**src/rtl/fps_pkg.sv**
```systemverilog
package fps_pkg;
  typedef enum logic [3:0] {
    S_IDLE, S_RDBK, S_SETUP, S_STRB, S_GAP, S_VRFY, S_DONE, S_QUIET
  } fps_state_e;

  localparam int PROG_LSB = 0;
  localparam int PROG_W   = 12;
  localparam int RLX_LSB  = 12;
  localparam int RLX_W    = 4;
  localparam int RD_LSB   = 16;
  localparam int RD_W     = 6;
endpackage

```
**src/rtl/fps_timer.sv**
```systemverilog
module fps_timer #(
  parameter int W = 13
) (
  input  logic         clk,
  input  logic         rst_n,
  input  logic         load,
  input  logic [W-1:0] val,
  output logic         expired
);
  logic [W-1:0] cnt;

  always_ff @(posedge clk or negedge rst_n) begin
    if (!rst_n)          cnt <= '0;
    else if (load)       cnt <= val;
    else if (cnt != '0)  cnt <= cnt - 1'b1;
  end

  assign expired = (cnt == '0);
endmodule

```
**src/rtl/fps_shreg.sv**
```systemverilog
module fps_shreg #(
  parameter int W = 32
) (
  input  logic         clk,
  input  logic         rst_n,
  input  logic         load,
  input  logic [W-1:0] ld_val,
  input  logic         shift,
  output logic         lsb,
  output logic [W-1:0] word
);
  always_ff @(posedge clk or negedge rst_n) begin
    if (!rst_n)     word <= '0;
    else if (load)  word <= ld_val;
    else if (shift) word <= {1'b0, word[W-1:1]};
  end

  assign lsb = word[0];
endmodule

```
**src/rtl/fuse_prog_seq.sv**
```systemverilog
module fuse_prog_seq
  import fps_pkg::*;
#(
  parameter int ADDR_W   = 7,
  parameter int WORD_W   = 32,
  parameter int HOLD_CYC = 500,
  parameter int BIT_W    = $clog2(WORD_W)
) (
  input  logic              clk,
  input  logic              rst_n,
  input  logic              cmd_valid,
  output logic              cmd_ready,
  input  logic [ADDR_W-1:0] cmd_addr,
  input  logic [WORD_W-1:0] cmd_data,
  input  logic [31:0]       tmg_word,
  output logic [ADDR_W-1:0] fuse_addr,
  output logic [BIT_W-1:0]  fuse_bit,
  output logic              fuse_prog,
  output logic              fuse_rd,
  input  logic [WORD_W-1:0] fuse_rdata,
  output logic              busy,
  output logic              done,
  output logic              ovl_err
);
  localparam int HOLD_W = $clog2(HOLD_CYC) + 1;
  localparam int CNT_W  = (HOLD_W > PROG_W) ? HOLD_W : PROG_W;
  localparam logic [BIT_W-1:0] LAST_BIT = BIT_W'(WORD_W - 1);

  fps_state_e state, nxt;

  logic [PROG_W-1:0] t_prog;
  logic [RLX_W-1:0]  t_rlx;
  logic [RD_W-1:0]   t_rd;
  logic [WORD_W-1:0] lat_data;
  logic [BIT_W-1:0]  bitcnt;

  logic             tm_ld, tm_exp;
  logic [CNT_W-1:0] tm_val;
  logic             sh_ld, sh_sh, sh_lsb;
  logic [WORD_W-1:0] sh_word;

  fps_timer #(.W(CNT_W)) u_timer (
    .clk(clk), .rst_n(rst_n), .load(tm_ld), .val(tm_val), .expired(tm_exp)
  );

  fps_shreg #(.W(WORD_W)) u_shreg (
    .clk(clk), .rst_n(rst_n), .load(sh_ld), .ld_val(lat_data & ~fuse_rdata),
    .shift(sh_sh), .lsb(sh_lsb), .word(sh_word)
  );

  always_comb begin
    nxt    = state;
    tm_ld  = 1'b0;
    tm_val = '0;
    sh_ld  = 1'b0;
    sh_sh  = 1'b0;
    unique case (state)
      S_IDLE: if (cmd_valid) begin
        nxt    = S_RDBK;
        tm_ld  = 1'b1;
        tm_val = CNT_W'(tmg_word[RD_LSB +: RD_W]);
      end
      S_RDBK: if (tm_exp) begin
        sh_ld  = 1'b1;
        nxt    = S_SETUP;
        tm_ld  = 1'b1;
        tm_val = CNT_W'(t_rlx);
      end
      S_SETUP: if (tm_exp) begin
        tm_ld = 1'b1;
        if (sh_lsb) begin
          nxt    = S_STRB;
          tm_val = CNT_W'(t_prog);
        end else begin
          nxt    = S_GAP;
          tm_val = CNT_W'(t_rlx);
        end
      end
      S_STRB: if (tm_exp) begin
        nxt    = S_GAP;
        tm_ld  = 1'b1;
        tm_val = CNT_W'(t_rlx);
      end
      S_GAP: if (tm_exp) begin
        sh_sh = 1'b1;
        tm_ld = 1'b1;
        if (bitcnt == LAST_BIT) begin
          nxt    = S_VRFY;
          tm_val = CNT_W'(t_rd);
        end else begin
          nxt    = S_SETUP;
          tm_val = CNT_W'(t_rlx);
        end
      end
      S_VRFY: if (tm_exp) nxt = S_DONE;
      S_DONE: begin
        nxt    = S_QUIET;
        tm_ld  = 1'b1;
        tm_val = CNT_W'(HOLD_CYC - 1);
      end
      S_QUIET: if (tm_exp) nxt = S_IDLE;
      default: nxt = S_IDLE;
    endcase
  end

  always_ff @(posedge clk or negedge rst_n) begin
    if (!rst_n) begin
      state    <= S_IDLE;
      t_prog   <= '0;
      t_rlx    <= '0;
      t_rd     <= '0;
      lat_data <= '0;
      fuse_addr <= '0;
      bitcnt   <= '0;
      ovl_err  <= 1'b0;
    end else begin
      state   <= nxt;
      ovl_err <= cmd_valid && (state != S_IDLE);
      if (state == S_IDLE && cmd_valid) begin
        t_prog    <= tmg_word[PROG_LSB +: PROG_W];
        t_rlx     <= tmg_word[RLX_LSB +: RLX_W];
        t_rd      <= tmg_word[RD_LSB +: RD_W];
        lat_data  <= cmd_data;
        fuse_addr <= cmd_addr;
        bitcnt    <= '0;
      end else if (state == S_GAP && tm_exp && bitcnt != LAST_BIT) begin
        bitcnt <= bitcnt + 1'b1;
      end
    end
  end

  assign cmd_ready = (state == S_IDLE);
  assign fuse_bit  = bitcnt;
  assign fuse_prog = (state == S_STRB);
  assign fuse_rd   = (state == S_RDBK) || (state == S_VRFY);
  assign busy      = (state == S_RDBK) || (state == S_SETUP) || (state == S_STRB) ||
                     (state == S_GAP)  || (state == S_VRFY);
  assign done      = (state == S_DONE);
endmodule

```
**config.mk**
```make
export PLATFORM = sky130hd
export DESIGN_NAME = fuse_prog_seq
export DESIGN_NICKNAME = d
export VERILOG_FILES = /design/src/rtl/fps_pkg.sv /design/src/rtl/fps_timer.sv /design/src/rtl/fps_shreg.sv /design/src/rtl/fuse_prog_seq.sv
export SDC_FILE = /design/constraint.sdc
export NUM_CORES = 1
export LEC_CHECK = 0
export ABC_AREA = 0
export CAP_MARGIN = 20
export CELL_PAD_IN_SITES_DETAIL_PLACEMENT = 2
export CELL_PAD_IN_SITES_GLOBAL_PLACEMENT = 2
export CORE_MARGIN = 5
export CORE_UTILIZATION = 31
export DETAILED_ROUTE_END_ITERATION = 8
export PLACE_DENSITY_LB_ADDON = 0.1
export RECOVER_POWER = 25
export SLEW_MARGIN = 20
export SYNTH_ARGS = -nofsm -noshare
export SYNTH_HDL_FRONTEND = slang
export SYNTH_HIERARCHICAL = 1
export SYNTH_SLANG_ARGS = --single-unit
export TNS_END_PERCENT = 10
```
**constraint.sdc**
```tcl
create_clock -name clk -period 3.8 [get_ports clk]
set_input_delay 1.14 -clock clk [delete_from_list [all_inputs] [get_ports clk]]
set_output_delay 1.14 -clock clk [all_outputs]
set_load 0.01 [all_outputs]
```
; Word-level counts from Yosys, hierarchy flattened
; Index checks and enable logic that the tools add are counted.
[totals]
regBits = 115
input_bits = 106
word_cells = 77
[op_classes]
n_addsub = 2
eq_ne = 16
n_mux = 28
bitwise_logic = 2
n_reduce_logical = 19
[ops]
columns = cell, n
row1 = 32-bit 2-to-1 mux, 2
row2 = 12-bit case mux with 5 select lines, 1
row3 = 12-bit 2-to-1 mux, 4
row4 = 32-bit AND, 1
row5 = 4-bit 2-to-1 mux, 8
row6 = 32-bit NOT, 1
row7 = 4-bit case mux with 8 select lines, 1
row8 = 6-bit 2-to-1 mux, 3
row9 = "4-bit by 3-bit equality test with 1-bit output, second input constant", 4
row10 = 12-bit zero test, 1
row11 = "2-bit != test, second input constant", 6
row12 = 12-bit nonzero test, 1
row13 = "12-bit by 1-bit subtractor with 12-bit output, second input constant", 1
row14 = 5-bit 2-to-1 mux, 2
row15 = "4-bit by 2-bit equality test with 1-bit output, second input constant", 2
row16 = 7-bit AND reduction, 1
row17 = 3-bit 2-to-1 mux, 2
row18 = 2-bit nonzero test, 3
row19 = "5-bit by 1-bit adder with 5-bit output, second input constant", 1
row20 = "5-bit equality test, second input constant", 1
row21 = 1-bit logical OR, 5
row22 = "5-bit != test, second input constant", 1
row23 = "4-bit by 1-bit equality test with 1-bit output, second input constant", 1
row24 = 1-bit logical AND, 4
row25 = 7 further kinds, 10

; Logic depth before layout (Yosys ltp)
[logic_depth]
word_depth = 5
mapped_depth = 13
mapped_depth_nobuf = 11

; By module
; The synthesis kept the hierarchy.
[modules_own_cells]
columns = mod, n_inst, cells_each, area_per_inst_um2, seq_area_each_um2
row1 = fuse_prog_seq, 1, 405, 3443.3, 1751.7
row2 = fps_shreg, 1, 140, 1522.7, 800.8
row3 = fps_timer, 1, 72, 730.7, 300.3

; Least setup slack after synthesis
; No wires, ideal clock.
[synth_timing]
path_kind = register to register
from = register u_timer.cnt[0]
to = register u_timer.cnt[1]
setup_time_ns = 0.125
t_arrival_ns = 2.546
t_required_ns = 3.675
setup_slack_ns = 1.129
path_stages_with_launch = 12
n_path_buf = 2
period_less_slack_ns = 2.671
cell_sequence = dfrtp_1 inv_1 ha_1 nor4b_2 nand3_1 inv_2 buf_2 nand2b_1 a21oi_1 o21a_1 clkbuf_1 mux2_2
[synth_via]
elab_chain_cells = 4
elab_cells_between_ends = 12
[synth_lines]
columns = item, line
row1 = start: declaration, fps_timer.sv:10  ; logic [W-1:0] cnt;
row2 = start signal: assignment, fps_timer.sv:14  ; else if (load) cnt <= val;
row3 = start signal: assignment, fps_timer.sv:15  ; else if (cnt != '0) cnt <= cnt - 1'b1;
row4 = 12-bit zero test (*), fps_timer.sv:18  ; assign expired = (cnt == '0);
row5 = via tm_exp, fuse_prog_seq.sv:37  ; logic tm_ld, tm_exp;
row6 = 1-bit 2-to-1 mux (*), -
row7 = 1-bit case mux with 3 select lines (*), fuse_prog_seq.sv:57  ; unique case (state)
row8 = via tm_ld, fuse_prog_seq.sv:37
row9 = 12-bit 2-to-1 mux / 2-bit nonzero test (equally long branches), -
; The timed path passes the listed nets; every way through them passes the cells marked *. The select of a mux whose other input is x is not followed.
; A chain may end at the register's enable or synchronous reset.

; Final worst setup path
[layout_timing]
from = register state[2]
to = output port done
[layout_via]
elab_chain_cells = 1
[layout_lines]
columns = item, line
row1 = start: declaration, fuse_prog_seq.sv:29  ; fps_state_e state, nxt;
row2 = start signal: assignment, fuse_prog_seq.sv:117  ; state <= nxt;
row3 = 4-bit by 3-bit equality test with 1-bit output, fuse_prog_seq.sv:138  ; assign done = (state == S_DONE);
row4 = end: declaration, fuse_prog_seq.sv:22  ; output logic done,
; Every way passes these cells.

==> impl_metrics.env <==
export IMPL_synth_warnings=6
export IMPL_rsz0062_at_grt="false"
export IMPL_placementRows=49
export IMPL_clock_sinks=114
export IMPL_cp_slowest_cell="dfrtp_1"
export IMPL_grt_usage=0.164
export IMPL_htree_num_levels=4
export IMPL_fillCellCount=1973
export IMPL_drv_cap=1
export IMPL_root_buffer="clkbuf_16"
export IMPL_dr_pass1_iters=4
export IMPL_drv_slew=41
export IMPL_antenna_found_initial=0
export IMPL_cts_setup_buffers=0
export IMPL_worst_setup_path_end_kind="primary output"
export IMPL_post_place_ws_ns=0.644
export IMPL_drive_gt1_frac=0.0812
export IMPL_status="finished, violations left"
export IMPL_first_global_vias=5579
export IMPL_seq_area_sq_um=2850
export IMPL_cts_hold_buffers=0
export IMPL_period_minus_slack_ns=3.27
export IMPL_avgSynthCellArea_sq_um=9.24
export IMPL_critical_path_top_delay_family="flip-flops"
export IMPL_setup_viol=0
export IMPL_synthCells=616
export IMPL_numCtsBuffers=17
export IMPL_io_buffers=113
export IMPL_fin_crit_sh=0.861
export IMPL_critPathLaunchType="flip-flop"
export IMPL_worstSetupPathType="flip-flop to primary output"
export IMPL_power_leakage_nw=3.22
export IMPL_post_cts_resized=0
export IMPL_required_ns=2.66
export IMPL_drtIter0Drc=137
export IMPL_n_antenna_cell=0
export IMPL_syn_nets=726
export IMPL_worstSkewPairLatency_ns=0.41
export IMPL_crit_chain="nand2_1, nor2_1, clkdlybuf4s50_1"
export IMPL_syn_area_sq_um=5690
export IMPL_drc=0
export IMPL_finalHoldViolations=0
export IMPL_place_gp_congestion=0.781
export IMPL_area_growth_pct=32.8
export IMPL_grt_pass1_wl_um=28500
export IMPL_critical_path_arrival_ns=2.13
export IMPL_die_y_um=145
export IMPL_grt_util_met3=0.0439
export IMPL_worst_slack_ns=0.526
export IMPL_ant_nets=0
export IMPL_dp_hpwl_um=11800
export IMPL_grt_start_max_net_pins=54
export IMPL_routedWlPerCell_um=17.2
export IMPL_fp_coreArea_sq_um=18000
export IMPL_die_area_sq_um=21200
export IMPL_hold_path_class="flip-flop to flip-flop"
export IMPL_vias=4762
export IMPL_max_freq_mhz=305
export IMPL_tns_ns=0
export IMPL_use_met2=0.299
export IMPL_cp_max_fo=21
export IMPL_start_util=0.316
export IMPL_gr_total_overflow=0
export IMPL_viasPerCell=4.92
export IMPL_met1_usage=0.189
export IMPL_dieWidth_um=145
export IMPL_max_slew_margin_rel=-0.593
export IMPL_cts_buffer_depth=2
export IMPL_violations="capacitance limit, slew limit"
export IMPL_multi_input_area_sq_um=2550
export IMPL_clk_pin_slew_ns=0.06
export IMPL_finalPower_w=0.00502
export IMPL_worst_pin_slew_ns=2.39
export IMPL_cts_tree="built"
export IMPL_fin_skew_ns=0.0103
export IMPL_top_usage_layer="met2"
export IMPL_routed_wl_um=16600
export IMPL_ir_drop_uv=337
export IMPL_io_pins=124
export IMPL_max_stage_delay_ns=0.76
export IMPL_fin_util=0.419
export IMPL_powerDensity_nw_per_um2=665
export IMPL_nNetsFinal=836
export IMPL_path_buf_inv=1
placed cells by master (no fill, tap or decap), types with 3 or more instances in the layout:
cell type and count:
ha_1 4, and2_1 5, clkbuf_16 17, dfrtp_1 114, nand3_1 7, a21o_1 4
nor3_1 4, nand2_1 230, clkinv_2 6, buf_4 12, o21ai_2 3, clkdlybuf4s50_1 112
a31oi_1 3, nor2_1 8, o21ai_1 29, nor3b_1 4, o31a_1 3, inv_1 7
nand2b_1 4, a22o_1 3, buf_12 3, o31ai_1 3, nor2b_1 36, o21ai_0 7
a21oi_1 15, clkbuf_1 3, clkbuf_8 3, a221o_1 3, nand3b_1 3, xnor2_1 4
mux2i_1 37
state kept, by name, indices dropped and copies added (netlist names):
register	cells
u_timer/cnt	12
t_prog	12
t_rlx	4
lat_data	32
ovl_err	1
t_rd	6
fuse_addr	7
u_shreg/word	32
fuse_bit	5
state	3
stage by stage:
step                hold slack (ns)  std cells  area (sq um)
floorplan                     0.437        616          5690
global placement              0.450        936          7000
detailed placement            0.458        936          7000
CTS                           0.473        968          7560
global route                  0.489        968          7560
finish                        0.466        968          7560
layer usage:
layer	vias up	routed length (um)
met1	2417	6950
li1	2273	-
met4	0	140
met3	11	575
met5	-	0
met2	61	8940
path summary, 6_finish.rpt:
path	startpoint	endpoint	slack [ns]	cells past startpoint
setup / recovery	state[2]$_DFFE_PN0P_	done	0.53	3
hold / removal	lat_data[9]$_DFFE_PN0P_	lat_data[9]$_DFFE_PN0P_	0.47	2
setup reg to reg	u_timer/cnt[0]$_DFFE_PN0P_	u_timer/cnt[11]$_DFFE_PN0P_	0.64	10
hold reg to reg	lat_data[9]$_DFFE_PN0P_	lat_data[9]$_DFFE_PN0P_	0.47	2
max in group asynchronous	rst_n	t_rd[5]$_DFFE_PN0P_	0.98	1
min in group asynchronous	rst_n	lat_data[10]$_DFFE_PN0P_	1.44	1
final cells by class:
class,instances,area share
repair buffers,128,0.169
inverters,9,0.00447
multi-input cells,456,0.338
clock inverters,10,0.0111
flip-flops and latches,114,0.377
well taps,229,0.0379
clock buffers,22,0.0627
worst reg2reg max path, cell delays in order (launching register included):
cell and delay, ns:
dfrtp_1 0.41, inv_1 0.15, ha_1 0.15, nor4b_2 0.38, nand3_1 0.26, inv_2 0.31, nand2b_1 0.30, a21oi_1 0.23
o21a_1 0.43, nor2b_1 0.10, a221o_1 0.33
where the power goes:
group          internal (W)  switching [W]
combinational      0.000704       0.000645
sequential          0.00176       0.000402
clock              0.000943       0.000568
(Power assumes the default switching activity.)
